`config.mk`:
```
export PLATFORM = sky130hd
export DESIGN_NAME = skt_tracker
export DESIGN_NICKNAME = d
export VERILOG_FILES = /design/src/rtl/skt_pkg.sv /design/src/rtl/skt_decide.sv /design/src/rtl/skt_outreg.sv /design/src/rtl/skt_tracker.sv
export SDC_FILE = /design/constraint.sdc
export NUM_CORES = 1
export LEC_CHECK = 0
export BUFFER_PORTS_ARGS = -buffer_cell sky130_fd_sc_hd__buf_2
export CAP_MARGIN = 20
export CORE_MARGIN = 5
export CORE_UTILIZATION = 25
export CTS_CLUSTER_DIAMETER = 40
export DETAILED_ROUTE_END_ITERATION = 16
export GPL_ROUTABILITY_DRIVEN = 0
export PLACE_DENSITY = 0.41
export SKIP_CTS_REPAIR_TIMING = 1
export SYNTH_ARGS = -nofsm -noshare
export SYNTH_HDL_FRONTEND = slang
export SYNTH_SLANG_ARGS = --single-unit
export TNS_END_PERCENT = 10
```
`constraint.sdc`:
```
create_clock -name clk -period 2.8 [get_ports clk]
set_input_delay 0.28 -clock clk [delete_from_list [all_inputs] [get_ports clk]]
set_output_delay 0.28 -clock clk [all_outputs]
set_load 0.005 [all_outputs]
```
`src/rtl/skt_pkg.sv`:
```
package skt_pkg;

  typedef enum logic [2:0] {
    OP_PLAIN = 3'd0,
    OP_PUSH  = 3'd1,
    OP_POP   = 3'd2,
    OP_CALL  = 3'd3,
    OP_RET   = 3'd4,
    OP_SPADD = 3'd5,
    OP_SPREL = 3'd6,
    OP_SPUSE = 3'd7
  } skt_op_e;

  // true when v is representable as a w-bit two's complement value
  function automatic logic fits_signed(input int v, input int w);
    return (v >= -(1 <<< (w - 1))) && (v < (1 <<< (w - 1)));
  endfunction

endpackage

```
`src/rtl/skt_decide.sv`:
```
module skt_decide
  import skt_pkg::*;
#(
  parameter int OFFW  = 8,
  parameter int DISPW = 10,
  parameter int SLOT  = 4,
  localparam int ODW  = DISPW + 1
) (
  input  skt_op_e                 kind_i,
  input  logic signed [DISPW-1:0] disp_i,
  input  logic signed [OFFW-1:0]  off_i,
  output logic                    sync_o,
  output logic                    emit_o,
  output skt_op_e                 kind_o,
  output logic signed [ODW-1:0]   disp_o,
  output logic signed [OFFW-1:0]  off_n_o
);

  int o, d, dn, up, sm, val, nxt;

  always_comb begin
    o   = int'(off_i);
    d   = int'(disp_i);
    dn  = o - SLOT;
    up  = o + SLOT;
    sm  = o + d;
    sync_o = 1'b0;
    emit_o = 1'b1;
    kind_o = kind_i;
    val    = d;
    nxt    = o;
    unique case (kind_i)
      OP_PUSH, OP_CALL: begin
        if (!fits_signed(dn, OFFW)) sync_o = 1'b1;
        else begin val = dn; nxt = dn; end
      end
      OP_POP, OP_RET: begin
        if (!fits_signed(up, OFFW)) sync_o = 1'b1;
        else begin val = o; nxt = up; end
      end
      OP_SPADD: begin
        if (fits_signed(sm, OFFW)) begin emit_o = 1'b0; nxt = sm; end
        else begin val = sm; nxt = 0; end
      end
      OP_SPREL: val = sm;
      OP_SPUSE: if (o != 0) sync_o = 1'b1;
      default: ;
    endcase
    if (sync_o) begin
      kind_o = OP_SPADD;
      val    = o;
      nxt    = 0;
      emit_o = 1'b1;
    end
    disp_o  = ODW'(val);
    off_n_o = OFFW'(nxt);
  end

endmodule

```
`src/rtl/skt_outreg.sv`:
```
module skt_outreg #(
  parameter int ODW  = 11,
  parameter int TAGW = 8
) (
  input  logic                  clk,
  input  logic                  rst_n,
  input  logic                  flush,
  input  logic                  load_i,
  input  logic [2:0]            kind_i,
  input  logic signed [ODW-1:0] disp_i,
  input  logic [TAGW-1:0]       tag_i,
  input  logic                  out_ready,
  output logic                  adv_o,
  output logic                  out_valid,
  output logic [2:0]            out_kind,
  output logic signed [ODW-1:0] out_disp,
  output logic [TAGW-1:0]       out_tag
);

  assign adv_o = !out_valid || out_ready;

  always_ff @(posedge clk) begin
    if (!rst_n) begin
      out_valid <= 1'b0;
      out_kind  <= '0;
      out_disp  <= '0;
      out_tag   <= '0;
    end else if (flush) begin
      out_valid <= 1'b0;
    end else if (adv_o) begin
      out_valid <= load_i;
      if (load_i) begin
        out_kind <= kind_i;
        out_disp <= disp_i;
        out_tag  <= tag_i;
      end
    end
  end

endmodule

```
`src/rtl/skt_tracker.sv`:
```
module skt_tracker
  import skt_pkg::*;
#(
  parameter int OFFW  = 8,
  parameter int DISPW = 10,
  parameter int TAGW  = 8,
  parameter int SLOT  = 4,
  localparam int ODW  = DISPW + 1
) (
  input  logic                    clk,
  input  logic                    rst_n,
  input  logic                    flush,
  input  logic                    in_valid,
  output logic                    in_ready,
  input  logic [2:0]              in_kind,
  input  logic signed [DISPW-1:0] in_disp,
  input  logic [TAGW-1:0]         in_tag,
  output logic                    out_valid,
  input  logic                    out_ready,
  output logic [2:0]              out_kind,
  output logic signed [ODW-1:0]   out_disp,
  output logic [TAGW-1:0]         out_tag
);

  logic signed [OFFW-1:0] off_q, off_n;
  logic signed [ODW-1:0]  dec_disp;
  skt_op_e                kind_e, dec_kind;
  logic                   sync_inject, emit, adv, go, accept, fold_event;
  logic [TAGW-1:0]        tag_sel;

  assign kind_e = skt_op_e'(in_kind);

  skt_decide #(.OFFW(OFFW), .DISPW(DISPW), .SLOT(SLOT)) u_decide (
    .kind_i (kind_e),
    .disp_i (in_disp),
    .off_i  (off_q),
    .sync_o (sync_inject),
    .emit_o (emit),
    .kind_o (dec_kind),
    .disp_o (dec_disp),
    .off_n_o(off_n)
  );

  // named events used by the bound checker
  assign go         = in_valid && adv && !flush;
  assign accept     = go && !sync_inject;
  assign fold_event = accept && !emit;
  assign in_ready   = adv && !flush && !sync_inject;
  assign tag_sel    = sync_inject ? '0 : in_tag;

  always_ff @(posedge clk) begin
    if (!rst_n)     off_q <= '0;
    else if (flush) off_q <= '0;
    else if (go)    off_q <= off_n;
  end

  skt_outreg #(.ODW(ODW), .TAGW(TAGW)) u_out (
    .clk      (clk),
    .rst_n    (rst_n),
    .flush    (flush),
    .load_i   (go && emit),
    .kind_i   (dec_kind),
    .disp_i   (dec_disp),
    .tag_i    (tag_sel),
    .out_ready(out_ready),
    .adv_o    (adv),
    .out_valid(out_valid),
    .out_kind (out_kind),
    .out_disp (out_disp),
    .out_tag  (out_tag)
  );

endmodule

```
==> results.py <==
metrics = {
    "finish": {
        "syn2layout_area_growth_pct": 49.6,
        "nets": 573,
        "drive_above_1_share_pct": 37.0,
        "num_antenna_cells": 0,
        "regArea_sq_um": 628,
        "fillCellCount": 1223,
        "multiInputGateArea_sq_um": 2460,
        "finalInstanceArea_sq_um": 4460,
    },
    "routing": {
        "drc": 0,
        "drt_iter0_markers": 237,
        "post_drt_via_cell_ratio": 5.33,
        "wl_per_cell_um": 17.4,
        "drt_first_pass_iters": 5,
        "final_antenna_net_count": 0,
        "drt-total-wl_um": 11700,
        "vias": 3600,
    },
    "critical_path": {
        "cpMaxStageDelayCell": "fa_2",
        "crit_chain": "ha_4 -> fa_2 -> a211oi_4 -> o211ai_1 -> and3_4 -> a311oi_4 -> nor2b_2 -> o31a_1 -> buf_12 -> clkbuf_16 -> and3_1 -> o21a_1",
        "required_ps": 2970,
        "worstPathMaxFanout": 5,
        "start_kind": "flip-flop",
        "cp.arrival_ps": 3080,
        "r2r-end": "u_out.out_tag[0]",
        "crit_path_max_incr_delay_ps": 370,
        "criticalPathCategory": "reg -> reg",
        "reg2regPathDepth": 12,
        "r2r_start": "off_q[0]",
        "worstPathBufferInverterCount": 2,
        "r2r_slack_ps": -110,
        "critical_path.top_delay_family": "compound AO/OA/AOI/OAI gates",
        "crit_path_end_kind": "flip-flop",
    },
    "outcome": {
        "violations": "negative setup slack",
        "status": "complete, but fails checks",
    },
    "clock_network": {
        "cts_sinks": 31,
        "clock_path_buffers": 2,
        "numCtsBuffers": 5,
        "cts_tree": "built",
        "insertion_delay_ps": 280,
        "htree_levels": 2,
        "root_buffer": "clkbuf_16",
        "path_clk_slew_ps": 60,
    },
    "synthesis": {
        "synth_area_leaders": "dfxtp_1 (21%), o21ai_0 (7.9%), a21oi_1 (6.2%), ha_1 (5.5%), nor2_1 (3.5%)",
        "synth_largest_area_cell": "dfxtp_1",
        "synthArstFlopShare_pct": 0,
        "synthAdderAreaFrac_pct": 6.13,
        "yosysMostFrequentCell": "o21ai_0",
        "synthXorXnorAreaFrac_pct": 3.82,
        "synth_top_family_by_area": "compound AO/OA/AOI/OAI gates",
        "synth_ff_type": "dfxtp_1",
        "syn-instance-count": 414,
        "synth_edf_count": 0,
        "synth_compound_area_share_pct": 36.8,
        "synthMuxAreaShare_pct": 1.72,
        "synth_seq_cells": 31,
        "synth_top_area_share_pct": 20.8,
        "yosysSeqAreaShare_pct": 20.8,
        "synth-simple-area-share_pct": 25.4,
        "synth_warnings": 0,
        "syn_nets": 454,
        "syn_area_per_cell_sq_um": 7.19,
        "synth_commonest_cells": "o21ai_0 (47), a21oi_1 (37), dfxtp_1 (31), nor2_1 (28), nand2_1 (27)",
        "syn_area_sq_um": 2980,
        "synth_cell_type_count": 63,
    },
    "pwr": {
        "leakage_nw": 1.92,
        "p_per_area_nw_per_um2": 366,
        "ir_worst_vdd_uv": 184,
        "finalPower_w": 0.00163,
    },
    "sta": {
        "hold_viol": 0,
        "worst_slack_ps": -111,
        "whs_ps": 327,
        "fmax_ghz": 0.344,
        "rsz0062_at_grt": "yes",
        "period_needed_ps": 2910,
        "drv_slew": 0,
        "maxSlewHeadroom_pct": 67.8,
        "clock_skew_ps": 14.6,
        "tightest_slew_ps": 480,
        "finalSetupTns_ps": -1330,
        "setup_viol": 23,
        "fin_crit_sh_pct": 104,
    },
    "worst_hold_path": {
        "hold_depth": 4,
        "worstHoldStart": "out_ready",
        "hold_end": "u_out.out_valid",
        "min_path_type": "in -> reg",
    },
    "grt": {
        "grt_max_degree": 25,
        "grt_pass1_wl_um": 18100,
        "grt_overflow_total": 0,
        "antenna_found_initial": 0,
        "track_usage_pct": 15.6,
        "grt_pass1_vias": 3413,
    },
    "placed_design": {
        "dpl_worst_slack_ps": -376,
        "hpwl_um": 8880,
        "io_buffers": 49,
        "dpl_cell_area_sq_um": 3950,
    },
    "floorplan": {
        "die_w_um": 119,
        "die_area_sq_um": 14200,
        "rows": 39,
        "initial_utilization_pct": 25.7,
        "die_h_um": 119,
        "core_sq_um": 11600,
        "io_pins": 50,
    },
    "job": {
        "drv_cap": 0,
    },
}
-- final cells by class --
type                            count  share of cell area, %
Tap cell                          143                   4.02
Inverter                           10                  0.842
Multi-Input combinational cell    345                   55.2
Sequential cell                    31                   14.1
Clock inverter                      1                  0.112
Timing Repair Buffer              140                   22.6
Clock buffer                        6                   3.12
-- worst max-delay path by stage --
stage	cells after the start	to	start
after global placement	12	u_out.out_disp[5]	in_disp[0]
after floorplan	12	u_out.out_disp[9]	off_q[2]
after detailed placement	12	u_out.out_disp[5]	in_disp[0]
after CTS	11	u_out.out_disp[5]	off_q[0]
final	12	u_out.out_tag[0]	off_q[0]
after global routing	11	u_out.out_tag[3]	off_q[2]
-- metrics by stage --
step / utilization [%] / instances
after floorplan: - / 414
after global routing: 38.5 / 676
after global placement: 34.1 / 659
final: 38.5 / 676
after CTS: 35.4 / 666
after detailed placement: 34.1 / 659
-- flip-flops by register name (all words and copies together), names as in the netlist --
register         cells
u_out.out_valid      1
u_out.out_kind       3
u_out.out_disp      11
off_q                8
u_out.out_tag        8
-- cell families after synthesis --
logic type                 after synthesis
adders and majority gates               14
muxes                                    5
xor gates and xnor gates                13
and+or+nand+nor                        146
buffers and inverters                   38
DFF                                     31
AOI/OAI and AO/OA                      167
-- worst min-delay path: cells and delay by family --
kind          cells  cell delay (ps)
simple gates      3              200
buf+inv           1               80
-- cell usage in the layout (no fill, tap or decap), types with 12 or more instances in the layout --
cell     netlist  routed
a21oi_1       37      35
buf_2          3      49
nand3_1       12      12
o21ai_0       47      35
nand2_1       27      27
and3_1        14      13
nor2_1        28      27
buf_4          1      82
a31oi_1       13      13
nor3_1        18      14
dfxtp_1       31      27
-- where the power goes --
group | total, W | internal [W] | switching [W] | leakage [nW]
clock network | 0.000557 | 0.000347 | 0.000210 | 0.0727
logic | 0.000596 | 0.000278 | 0.000318 | 1.59
registers | 0.000478 | 0.000465 | 0.0000131 | 0.255
total | 0.00163 | 0.00109 | 0.000541 | 1.92
-- metal layers --
metal | wire (um) | global-route usage, %
met1 | 5600 | 22.1
met2 | 5330 | 24.5
met3 | 653 | 2.51
met4 | 155 | 4.06
met5 | 0 | 0
(Power assumes the default switching activity.)
